`config.mk`:
```
export PLATFORM = sky130hd
export DESIGN_NAME = irq_entry_seq
export DESIGN_NICKNAME = d
export VERILOG_FILES = /design/src/rtl/irq_seq_pkg.sv /design/src/rtl/irq_pend_latch.sv /design/src/rtl/irq_ctx_store.sv /design/src/rtl/irq_entry_seq.sv
export SDC_FILE = /design/constraint.sdc
export NUM_CORES = 1
export LEC_CHECK = 0
export BUFFER_PORTS_ARGS = -buffer_cell sky130_fd_sc_hd__buf_2
export CAP_MARGIN = 20
export CORE_MARGIN = 1
export CORE_UTILIZATION = 49
export CTS_CLUSTER_DIAMETER = 30
export CTS_CLUSTER_SIZE = 20
export DETAILED_ROUTE_END_ITERATION = 10
export PLACE_DENSITY_LB_ADDON = 0.3
export SYNTH_ARGS = -nofsm -noshare
export SYNTH_HDL_FRONTEND = slang
export SYNTH_SLANG_ARGS = --single-unit
```
`constraint.sdc`:
```
create_clock -name clk -period 2.31 [get_ports clk]
set_input_delay 0.462 -clock clk [delete_from_list [all_inputs] [get_ports clk]]
set_output_delay 0.462 -clock clk [all_outputs]
set_load 0.1 [all_outputs]
```
`src/rtl/irq_seq_pkg.sv`:
```
package irq_seq_pkg;

    typedef enum logic [1:0] {
        SQ_IDLE  = 2'd0,
        SQ_FETCH = 2'd1,
        SQ_WAIT  = 2'd2,
        SQ_SERVE = 2'd3
    } seq_state_e;

    localparam logic MODE_MONITOR = 1'b0;
    localparam logic MODE_USER    = 1'b1;

    // byte offset of a pointer slot inside the table
    function automatic int unsigned slot_offset(input int unsigned id, input int unsigned bytes);
        return id * bytes;
    endfunction

endpackage

```
`src/rtl/irq_pend_latch.sv`:
```
module irq_pend_latch #(
    parameter int NUM_DEV = 8,
    parameter int ID_W    = $clog2(NUM_DEV + 1)
) (
    input  logic               clk,
    input  logic               rst,
    input  logic [NUM_DEV-1:0] dev_req,
    input  logic               trap_req,
    input  logic               take,
    output logic               any_pend,
    output logic [ID_W-1:0]    pick_id
);
    localparam int NUM_SRC = NUM_DEV + 1;

    logic [NUM_SRC-1:0] pend_q;
    logic [NUM_SRC-1:0] set_v;
    logic [NUM_SRC-1:0] clr_v;

    assign set_v    = {trap_req, dev_req};
    assign any_pend = |pend_q;

    // trap first, then the lowest device index
    always_comb begin
        pick_id = '0;
        for (int i = NUM_DEV - 1; i >= 0; i--) begin
            if (pend_q[i]) pick_id = ID_W'(i);
        end
        if (pend_q[NUM_DEV]) pick_id = ID_W'(NUM_DEV);
    end

    for (genvar g = 0; g < NUM_SRC; g++) begin : g_src
        assign clr_v[g] = take && (pick_id == ID_W'(g));

        always_ff @(posedge clk) begin
            if (rst)            pend_q[g] <= 1'b0;
            else if (set_v[g])  pend_q[g] <= 1'b1;
            else if (clr_v[g])  pend_q[g] <= 1'b0;
        end


        clr_only_pending_chk: assert property (@(posedge clk) disable iff (rst)
            clr_v[g] |-> pend_q[g]);
    end


    single_grant_chk: assert property (@(posedge clk) disable iff (rst)
        $onehot0(clr_v));

endmodule

```
`src/rtl/irq_ctx_store.sv`:
```
module irq_ctx_store
    import irq_seq_pkg::*;
#(
    parameter int ADDR_W = 32
) (
    input  logic              clk,
    input  logic              rst,
    input  logic              save,
    input  logic              restore,
    input  logic              to_user,
    input  logic [ADDR_W-1:0] pc_in,
    output logic              mode,
    output logic [ADDR_W-1:0] saved_pc
);
    logic saved_mode;

    always_ff @(posedge clk) begin
        if (rst) begin
            mode       <= MODE_MONITOR;
            saved_mode <= MODE_MONITOR;
            saved_pc   <= '0;
        end else if (save) begin
            saved_pc   <= pc_in;
            saved_mode <= mode;
            mode       <= MODE_MONITOR;
        end else if (restore) begin
            mode       <= saved_mode;
        end else if (to_user) begin
            mode       <= MODE_USER;
        end
    end


    restore_mode_chk: assert property (@(posedge clk) disable iff (rst)
        (restore && !save) |=> (mode == $past(saved_mode)));

endmodule

```
`src/rtl/irq_entry_seq.sv`:
```
module irq_entry_seq
    import irq_seq_pkg::*;
#(
    parameter int          NUM_DEV   = 8,
    parameter int          ADDR_W    = 32,
    parameter int unsigned VEC_BASE  = 0,
    parameter int unsigned PTR_BYTES = 4,
    parameter int          ID_W      = $clog2(NUM_DEV + 1)
) (
    input  logic               clk,
    input  logic               rst,
    input  logic [NUM_DEV-1:0] dev_req,
    input  logic               trap_req,
    input  logic               insn_done,
    input  logic [ADDR_W-1:0]  ret_pc,
    input  logic               rti_strobe,
    input  logic               enter_user,
    output logic               vec_valid,
    output logic [ADDR_W-1:0]  vec_addr,
    input  logic               vec_ready,
    input  logic               vec_rsp_valid,
    input  logic [ADDR_W-1:0]  vec_rsp_data,
    output logic               redirect_valid,
    output logic [ADDR_W-1:0]  redirect_pc,
    output logic [ID_W-1:0]    grant_id,
    output logic               priv_mode,
    output logic               in_service
);
    localparam logic [ADDR_W-1:0] BASE_A = ADDR_W'(VEC_BASE);

    seq_state_e        state_q;
    logic              take;
    logic              leave;
    logic              any_pend;
    logic [ID_W-1:0]   pick_id;
    logic [ADDR_W-1:0] saved_pc;
    logic [ADDR_W-1:0] slot_addr;

    assign take  = (state_q == SQ_IDLE) && insn_done && any_pend;
    assign leave = (state_q == SQ_SERVE) && rti_strobe;

    assign slot_addr = BASE_A + ADDR_W'(slot_offset(int'(pick_id), PTR_BYTES));

    irq_pend_latch #(.NUM_DEV(NUM_DEV), .ID_W(ID_W)) u_pend (
        .clk      (clk),
        .rst      (rst),
        .dev_req  (dev_req),
        .trap_req (trap_req),
        .take     (take),
        .any_pend (any_pend),
        .pick_id  (pick_id)
    );

    irq_ctx_store #(.ADDR_W(ADDR_W)) u_ctx (
        .clk      (clk),
        .rst      (rst),
        .save     (take),
        .restore  (leave),
        .to_user  (enter_user),
        .pc_in    (ret_pc),
        .mode     (priv_mode),
        .saved_pc (saved_pc)
    );

    always_ff @(posedge clk) begin
        if (rst) begin
            state_q        <= SQ_IDLE;
            vec_addr       <= '0;
            grant_id       <= '0;
            redirect_valid <= 1'b0;
            redirect_pc    <= '0;
        end else begin
            redirect_valid <= 1'b0;
            unique case (state_q)
                SQ_IDLE: begin
                    if (take) begin
                        state_q  <= SQ_FETCH;
                        vec_addr <= slot_addr;
                        grant_id <= pick_id;
                    end
                end
                SQ_FETCH: begin
                    if (vec_ready) state_q <= SQ_WAIT;
                end
                SQ_WAIT: begin
                    if (vec_rsp_valid) begin
                        state_q        <= SQ_SERVE;
                        redirect_valid <= 1'b1;
                        redirect_pc    <= vec_rsp_data;
                    end
                end
                SQ_SERVE: begin
                    if (leave) begin
                        state_q        <= SQ_IDLE;
                        redirect_valid <= 1'b1;
                        redirect_pc    <= saved_pc;
                    end
                end
                default: state_q <= SQ_IDLE;
            endcase
        end
    end

    assign vec_valid  = (state_q == SQ_FETCH);
    assign in_service = (state_q != SQ_IDLE);


    vec_hold_chk: assert property (@(posedge clk) disable iff (rst)
        (vec_valid && !vec_ready) |=> (vec_valid && $stable(vec_addr)));


    redirect_pulse_chk: assert property (@(posedge clk) disable iff (rst)
        redirect_valid |=> !redirect_valid);


    entry_boundary_chk: assert property (@(posedge clk) disable iff (rst)
        $rose(vec_valid) |-> $past(insn_done));


    monitor_on_entry_chk: assert property (@(posedge clk) disable iff (rst)
        vec_valid |-> (priv_mode == MODE_MONITOR));


    no_reentry_chk: assert property (@(posedge clk) disable iff (rst)
        (in_service && !rti_strobe) |=> !$rose(vec_valid));

endmodule

```
==> impl_table.tex, run 1 <==
\begin{tabular}{lr}
\hline
Metric & Value \\
\hline
\multicolumn{2}{l}{\textbf{Die}} \\
Core region area & 0.00741 sq mm \\
Effective utilization at floorplan & 51.6\% \\
Die area & between 0.008 and 0.009 sq mm \\
IO Pins & between 150 and 200 \\
Standard-cell row count & 31 \\
Die height & between 90 and 100 um \\
Die extent in x & between 90 and 100 um \\
\multicolumn{2}{l}{\textbf{Logic synthesis}} \\
Flip-flop cell with the highest count after synthesis & sky130\_fd\_sc\_hd\_\_dfxtp\_1 \\
Post-synth EDFFs & 0 \\
Number of standard cells after synthesis & 423 \\
Cell area after technology mapping & 0.00382 sq mm \\
Sequential cell area fraction in the yosys report & 42.9\% \\
Avg Synthesized Cell Area & 9.04 sq um \\
Largest area contributor in the synthesized netlist & sky130\_fd\_sc\_hd\_\_dfxtp\_1 \\
YS warnings & 0 \\
Cell types occupying the most area after synthesis & sky130\_fd\_sc\_hd\_\_dfxtp\_1 (43\%), sky130\_fd\_sc\_hd\_\_mux2i\_1 (8.6\%), sky130\_fd\_sc\_hd\_\_a211oi\_1 (6.7\%), sky130\_fd\_sc\_hd\_\_buf\_4 (6.3\%), sky130\_fd\_sc\_hd\_\_nand2\_1 (5.1\%) \\
Post-synthesis register bit count & 82 \\
Post-synthesis cell type count & 42 \\
Area share of the leading cell type in the synthesized netlist & approximately 43\% \\
Post-synth ARST share & 0\% \\
\multicolumn{2}{l}{\textbf{Detailed routing}} \\
Via density per instance & 4.91 \\
1st-pass router iterations & 4 \\
Post-detailed-route wirelength per cell & about 13 um \\
Detail Route Antenna Nets & 0 \\
Wire length after detailed routing & 8.20 mm \\
Number of DRC markers after the initial detailed-route iteration & 104 \\
DRC errors left & 0 \\
DR vias & between 3000 and 4000 \\
\multicolumn{2}{l}{\textbf{Timing}} \\
Total count of max-transition violations in the final report & 0 \\
Hold Violations, Final & 0 \\
RSZ-0062 raised after global routing & no \\
Transition at the pin with the smallest max-transition slack & 0.606 ns \\
Setup total negative slack & 0 ns \\
Peak clock frequency supported by timing & 0.496 GHz \\
Final period utilization & 87.4\% \\
Normalized max-slew margin & between 50\% and 60\% \\
Minimum clock period & just over 2 ns \\
Final setup violating endpoints & 0 \\
Setup skew after layout & 0.0107 ns \\
\multicolumn{2}{l}{\textbf{Critical path}} \\
WP data arrival & 1.56 ns \\
Crit path launch type & flop \\
Worst Setup End Kind & primary output \\
Crit path kind & reg2out \\
Total stage count of the critical path & 4 \\
Worst EP required & between 1.5 and 2 ns \\
Capturing element of the worst setup path & in\_service \\
Worst reg2reg path depth & 7 \\
Delay of the slowest cell on the worst path & 0.42 ns \\
Timing startpoint of the critical path & state\_q[1] \\
Critical path, cell by cell & inv\_1 > ha\_1 > inv\_1 > buf\_2 \\
Delay-heaviest family, CP & buffers and inverters \\
Largest fanout of any net on the critical path & 5 \\
R2r setup slk & 0.45 ns \\
Count of buffer and inverter cells on the critical path & 3 \\
Slowest CP cell & sky130\_fd\_sc\_hd\_\_buf\_2 \\
Launch point of the worst reg-to-reg path & state\_q[1] \\
Most used cell, CP & sky130\_fd\_sc\_hd\_\_inv\_1 \\
Terminus of the critical flop-to-flop path & u\_ctx.saved\_pc[22] \\
\multicolumn{2}{l}{\textbf{Clocking}} \\
Number of clock buffers inserted by TritonCTS & 9 \\
TritonCTS clock tree & done \\
Clock root buffer & sky130\_fd\_sc\_hd\_\_clkbuf\_8 \\
Buffers inserted by post-CTS timing repair & 0 \\
Number of buffers on the longest clock path & 2 \\
Total number of H-tree levels & 3 \\
Reg clk slew, reported paths & 0.08 ns \\
Number of buffers inserted by hold repair at cts & 0 \\
Clock latency on the worst-skew pair & 0.34 ns \\
TritonCTS Sinks & 82 \\
Resize count post-CTS & 0 \\
\multicolumn{2}{l}{\textbf{Layout}} \\
Syn-to-layout area delta & 19.3\% \\
Post-route design area & 0.00456 sq mm \\
Fill cell total of the finished layout & 680 \\
Leading cell type in the layout, fill and taps excluded & sky130\_fd\_sc\_hd\_\_buf\_2 \\
Total area of sequential cells & 0.00164 sq mm \\
Fin cells & about 640 \\
Commonest non-fill, non-tap cells in the layout & sky130\_fd\_sc\_hd\_\_buf\_2 (122), sky130\_fd\_sc\_hd\_\_dfxtp\_1 (82), sky130\_fd\_sc\_hd\_\_nand2\_1 (52), sky130\_fd\_sc\_hd\_\_nor2\_1 (48), sky130\_fd\_sc\_hd\_\_a211oi\_1 (34) \\
Multi-input logic area & 0.00184 sq mm \\
Total number of nets in the final design & 616 \\
Ratio of cells with drive above 1 in the final layout & 36.0\% \\
Number of antenna repair diodes & 0 \\
\multicolumn{2}{l}{\textbf{Min path}} \\
Type of the tightest min-delay check & in2reg \\
\multicolumn{2}{l}{\textbf{GRT}} \\
Global-route usage over all layers & 20.7\% \\
Largest net degree at the start of global routing & 65 \\
First-pass GRT wire length & between 10 and 15 mm \\
Vias in the first global route & 2922 \\
Initial antenna violation count & 0 \\
Total global routing overflow & 0 \\
\multicolumn{2}{l}{\textbf{Placement}} \\
Quantity of I/O buffers inserted on ports & 123 \\
Number of instances in the placed design & 619 \\
Placed Instance Area & 0.00434 sq mm \\
Last weighted congestion value of the routability-driven placer & 0.807 \\
Detailed Place HPWL & roughly 5.8 mm \\
\multicolumn{2}{l}{\textbf{Run status}} \\
Run status & completed \\
\multicolumn{2}{l}{\textbf{Job}} \\
Max-capacitance violation count & 0 \\
\multicolumn{2}{l}{\textbf{Pwr}} \\
Power Dens Cells & about 1600 mW/mm\^{}2 \\
Largest vdd supply drop & 0.889 mV \\
Leakage power of the design & 1.94 nW \\
\hline
\end{tabular}
## state kept, by name (all words and copies together) (netlist names)
register,flops
vec_addr,4
u_pend.pend_q,9
state_q,2
redirect_pc,32
u_ctx.saved_mode,1
u_ctx.mode,1
redirect_valid,1
u_ctx.saved_pc,32
## cells by family (layout without fill, tap and decap cells)
group           after synthesis  in the layout  share of synthesized area [%]
fa+ha+maj                     5              5                           1.64
simple gates                135            135                           15.7
compound gates               97             97                           19.3
mux                          33             33                           8.64
flops                        82             82                           42.9
buf+inv                      70            156                           11.7
other cells                   1             28                         0.0981
## layer usage
metal	global-route usage, %	up-vias	share of wire, %
li1	-	1602	-
met1	26.9	1413	46
met2	34.2	95	49
met3	3.62	6	3.9
met4	8.06	0	0.89
met5	0	-	0
## cells in the mapped netlist (all sizes together), types with 2 or more instances
| cell | count |
|---|---|
| nand2b | 5 |
| ha | 5 |
| a211oi | 34 |
| o31ai | 5 |
| clkbuf | 11 |
| o21ai | 2 |
| a311oi | 3 |
| dfxtp | 82 |
| a21oi | 42 |
| inv | 9 |
| mux2i | 33 |
| nand2 | 72 |
| nor2 | 48 |
| a21o | 2 |
| buf | 50 |
## where the power goes
| group | internal [mW] | switching, mW |
|---|---|---|
| clock network | 0.636 | 0.496 |
| logic | 0.787 | 3.31 |
| registers | 1.81 | 0.211 |
| total | 3.24 | 4.02 |
## how the worst min path moves through the flow
stage,to,startpoint,cells past startpoint,slack [ns]
finish,u_pend.pend_q[8],trap_req,3,0.33
global placement,u_ctx.saved_pc[31],u_ctx.saved_pc[31],2,0.44
global route,u_pend.pend_q[8],trap_req,3,0.34
detailed placement,u_ctx.saved_pc[26],u_ctx.saved_pc[26],2,0.45
CTS,u_pend.pend_q[8],trap_req,3,0.31
floorplan,u_ctx.saved_pc[20],u_ctx.saved_pc[20],2,0.44
## metrics by stage
step	setup WS [ns]	power (mW)	hold WS (ns)	util, %
after detailed placement	0.502	6.17	0.448	58.6
after global routing	0.208	7.64	0.339	61.6
after CTS	0.274	7.31	0.311	61.6
after floorplan	0.474	5.66	0.436	-
after global placement	0.590	6.11	0.444	58.6
final	0.292	7.26	0.331	61.6
## worst reg2reg max path, cell delays in order (launching register included)
cell and delay [ns]:
sky130_fd_sc_hd__dfxtp_1 0.35, sky130_fd_sc_hd__inv_1 0.12, sky130_fd_sc_hd__ha_1 0.23, sky130_fd_sc_hd__and2_1 0.32
sky130_fd_sc_hd__o31a_1 0.23, sky130_fd_sc_hd__buf_4 0.28, sky130_fd_sc_hd__nand2_1 0.11, sky130_fd_sc_hd__a21oi_1 0.15
## layout make-up
type                            instances  share of cell area, %
Timing Repair Buffer                  131                   15.4
Tap cell                               99                   2.72
Sequential cell                        82                   36.0
Inverter                                9                  0.741
Clock buffer                           11                   3.10
Multi-Input combinational cell        298                   40.3
Clock inverter                          5                   1.70
No activity file was read; power rests on OpenSTA's default activity.
==> run 2, diff against run 1 <==
--- a/config.mk
+++ b/config.mk
@@ -5,10 +5,11 @@
 export SDC_FILE = /design/constraint.sdc
 export NUM_CORES = 1
 export LEC_CHECK = 0
+export ABC_AREA = 1
 export BUFFER_PORTS_ARGS = -buffer_cell sky130_fd_sc_hd__buf_2
 export CAP_MARGIN = 20
 export CORE_MARGIN = 1
-export CORE_UTILIZATION = 49
+export CORE_UTILIZATION = 48
 export CTS_CLUSTER_DIAMETER = 30
 export CTS_CLUSTER_SIZE = 20
 export DETAILED_ROUTE_END_ITERATION = 10
==> run 2 against run 1 <==
  * Hold slack lost 0.0080 ns
  * Fmax grew 0.15%
  * Sequential share of layout area grew 1.9 points
  * Sequential power is essentially flat
  * Final cell count grew 7.9%
  * Area after synthesis shrank 6.1%
  * Via count grew 7.3%
  * Die area shrank 4.0%
  * Clock-buffer cell count shrank 2
  * First-iteration DRC count grew 29%
  * Largest cell class is now registers
  * Largest power group unchanged
  * Highest routed layer unchanged
==> impl_table.tex, run 2 <==
\begin{tabular}{lr}
\hline
Metric & Value \\
\hline
\multicolumn{2}{l}{\textbf{Pwr}} \\
Internal power of the cells & about 3.3 mW \\
Net Sw Frac & 53.2\% \\
Power Dens Cells & 1600 mW/mm\^{}2 \\
Overall power & 6.94 mW \\
Proportion of power drawn by combinational gates & 51.5\% \\
Flop pwr share & 29.6\% \\
Largest vdd supply drop & 0.811 mV \\
Leakage power of the design & 2.14 nW \\
Sw power & 3.69 mW \\
Clock network fraction of total power & 18.9\% \\
\multicolumn{2}{l}{\textbf{Logic synthesis}} \\
Sequential cell area fraction in the yosys report & around 46\% \\
Flip-flop cell with the highest count after synthesis & sky130\_fd\_sc\_hd\_\_dfxtp\_1 \\
Cell types occupying the most area after synthesis & sky130\_fd\_sc\_hd\_\_dfxtp\_1 (46\%), sky130\_fd\_sc\_hd\_\_nand2\_1 (9.4\%), sky130\_fd\_sc\_hd\_\_nor2\_1 (8.4\%), sky130\_fd\_sc\_hd\_\_buf\_4 (6.9\%), sky130\_fd\_sc\_hd\_\_o21ai\_1 (6.8\%) \\
Post-synthesis register bit count & 82 \\
YS warnings & 0 \\
Avg Synthesized Cell Area & 7.54 sq um \\
Number of standard cells after synthesis & 476 \\
Post-synth ARST share & 0\% \\
Post-synth top cells & sky130\_fd\_sc\_hd\_\_nand2\_1 (90), sky130\_fd\_sc\_hd\_\_dfxtp\_1 (82), sky130\_fd\_sc\_hd\_\_nor2\_1 (80) \\
Post-synth EDFFs & 0 \\
Cell area after technology mapping & roughly 0.0036 sq mm \\
Leading cell type by number of instances after synthesis & sky130\_fd\_sc\_hd\_\_nand2\_1 \\
Post-synthesis cell type count & 24 \\
Largest area contributor in the synthesized netlist & sky130\_fd\_sc\_hd\_\_dfxtp\_1 \\
Area share of the leading cell type in the synthesized netlist & 45.7\% \\
\multicolumn{2}{l}{\textbf{GRT}} \\
Total global routing overflow & 0 \\
Initial antenna violation count & 0 \\
Global-route usage over all layers & between 20\% and 30\% \\
First-pass GRT wire length & 13.1 mm \\
Largest net degree at the start of global routing & 46 \\
Vias in the first global route & 2924 \\
\multicolumn{2}{l}{\textbf{Detailed routing}} \\
Wire length after detailed routing & 8.37 mm \\
1st-pass router iterations & 4 \\
Post-detailed-route wirelength per cell & approximately 12 um \\
Number of DRC markers after the initial detailed-route iteration & approximately 130 \\
DRC errors left & 0 \\
DR vias & roughly 3300 \\
Detail Route Antenna Nets & 0 \\
Via density per instance & 4.88 \\
\multicolumn{2}{l}{\textbf{Layout}} \\
Leading cell type in the layout, fill and taps excluded & sky130\_fd\_sc\_hd\_\_buf\_2 \\
Number of antenna repair diodes & 0 \\
Syn-to-layout area delta & 20.7\% \\
Commonest non-fill, non-tap cells in the layout & sky130\_fd\_sc\_hd\_\_buf\_2 (123), sky130\_fd\_sc\_hd\_\_nand2\_1 (90), sky130\_fd\_sc\_hd\_\_dfxtp\_1 (82), sky130\_fd\_sc\_hd\_\_nor2\_1 (80), sky130\_fd\_sc\_hd\_\_o21ai\_1 (49) \\
Fin cells & 685 \\
Regs by FF count & redirect\_pc (32), u\_ctx.saved\_pc (32), u\_pend.pend\_q (9) \\
Total number of nets in the final design & 668 \\
Ratio of cells with drive above 1 in the final layout & 26.3\% \\
Post-layout util & 59.8\% \\
\multicolumn{2}{l}{\textbf{Placement}} \\
Detailed Place HPWL & $\sim$5.7 mm \\
Last weighted congestion value of the routability-driven placer & 0.824 \\
Pre-CTS setup slack & approximately 0.29 ns \\
Quantity of I/O buffers inserted on ports & 123 \\
Number of instances in the placed design & 671 \\
\multicolumn{2}{l}{\textbf{Critical path}} \\
Worst Setup End Kind & primary output \\
Worst EP required & 1.85 ns \\
R2r setup slk & 0.31 ns \\
Crit path kind & reg2out \\
WP data arrival & 1.55 ns \\
Crit path launch type & flop \\
Largest fanout of any net on the critical path & 4 \\
\multicolumn{2}{l}{\textbf{Min path}} \\
Type of the tightest min-delay check & in2reg \\
\multicolumn{2}{l}{\textbf{Timing}} \\
Final period utilization & 87.2\% \\
Transition at the pin with the smallest max-transition slack & 0.594 ns \\
Total count of max-transition violations in the final report & 0 \\
Normalized max-slew margin & about three fifths \\
Setup total negative slack & 0 ns \\
Hold Violations, Final & 0 \\
Peak clock frequency supported by timing & roughly 0.50 GHz \\
Final setup margin & slightly below 0.3 ns \\
Final setup violating endpoints & 0 \\
Setup skew after layout & approximately 0.0073 ns \\
Minimum clock period & 2.01 ns \\
RSZ-0062 raised after global routing & no \\
\multicolumn{2}{l}{\textbf{Job}} \\
Max-capacitance violation count & 0 \\
\multicolumn{2}{l}{\textbf{Die}} \\
Core region area & just over 0.007 sq mm \\
Die extent in x & roughly 90 um \\
IO Pins & 152 \\
Die height & 88.5 um \\
Standard-cell row count & 31 \\
Die area & 0.00783 sq mm \\
Effective utilization at floorplan & between 40\% and 50\% \\
\multicolumn{2}{l}{\textbf{Clocking}} \\
Number of buffers on the longest clock path & 2 \\
Reg clk slew, reported paths & 0.08 ns \\
Buffers inserted by post-CTS timing repair & 0 \\
Number of buffers inserted by hold repair at cts & 0 \\
TritonCTS Sinks & between 80 and 90 \\
Clock latency on the worst-skew pair & about 0.34 ns \\
Resize count post-CTS & 0 \\
Clock root buffer & sky130\_fd\_sc\_hd\_\_clkbuf\_8 \\
Number of clock buffers inserted by TritonCTS & 9 \\
TritonCTS clock tree & done \\
Total number of H-tree levels & 3 \\
\multicolumn{2}{l}{\textbf{Run status}} \\
Run status & completed \\
\hline
\end{tabular}
==> run 2: cell types whose count changed after synthesis, moves of 7 or more <==
cell / delta
sky130_fd_sc_hd__mux2i_1: -33
sky130_fd_sc_hd__a211oi_1: -33
sky130_fd_sc_hd__a21oi_2: -20
sky130_fd_sc_hd__nand2_2: -20
sky130_fd_sc_hd__nand3_1: +7
sky130_fd_sc_hd__nand2_1: +38
sky130_fd_sc_hd__inv_1: +10
sky130_fd_sc_hd__o21ai_0: +17
sky130_fd_sc_hd__nor2_1: +32
sky130_fd_sc_hd__a31oi_1: +31
sky130_fd_sc_hd__o21ai_1: +49
==> run 2: logic make-up after synthesis <==
kind of cell,Yosys count,share of synthesized area (%)
AND/OR/NAND/NOR,184,19.9
AO/OA/AOI/OAI,120,18.7
buffers and inverters,84,13.8
flip-flops,82,45.7
adder cells (fa/ha/maj),5,1.74
other,1,0.104
==> run 2: area by class of cell <==
class / count / area [sq um]
inverters: 23 / 87.6
well taps: 99 / 124
flip-flops and latches: 82 / 1640
fillers: 709 / 2920
repair buffers: 130 / 668
clock buffers: 9 / 124
clock inverters: 5 / 129
multi-input cells: 337 / 1560
==> run 2: power groups by stage <==
| stage | logic (mW) | clock network [mW] | registers [mW] |
|---|---|---|---|
| floorplan | 1.43 | 0 | 3.78 |
| global placement | 3.53 | 0 | 2.06 |
| detailed placement | 3.58 | 0 | 2.08 |
| CTS | 3.59 | 1.34 | 2.05 |
| global route | 3.78 | 1.40 | 2.10 |
| finish | 3.57 | 1.31 | 2.05 |
==> run 2: final timing paths <==
kind	startpoint	end	depth (start not counted)
worst min register to register	u_ctx.saved_pc[31]	redirect_pc[31]	2
worst max-delay path	state_q[0]	in_service	4
worst max register to register	state_q[0]	state_q[0]	9
worst min-delay path	dev_req[6]	u_pend.pend_q[6]	3
==> run 2: routing by layer <==
layer / track usage (%) / routed length [um] / vias to the layer above
met5: 0 / 0 / -
met4: 7.77 / 78 / 0
met3: 3.92 / 498 / 8
met2: 36.4 / 3980 / 111
met1: 27.4 / 3810 / 1510
li1: - / - / 1716
==> run 2: stage by stage <==
stage | hold WS [ns] | area (sq um)
6_report | 0.323 | 4330
5_1_grt | 0.320 | 4330
4_1_cts | 0.314 | 4330
3_5_place_dp | 0.459 | 4080
3_3_place_gp | 0.456 | 4080
2_1_floorplan | 0.448 | 3690
==> run 2: worst max-delay path: stages, from the launching register on <==
cell and delay (ns):
sky130_fd_sc_hd__dfxtp_1 0.40, sky130_fd_sc_hd__inv_1 0.11, sky130_fd_sc_hd__ha_1 0.24, sky130_fd_sc_hd__inv_1 0.06
sky130_fd_sc_hd__buf_2 0.41
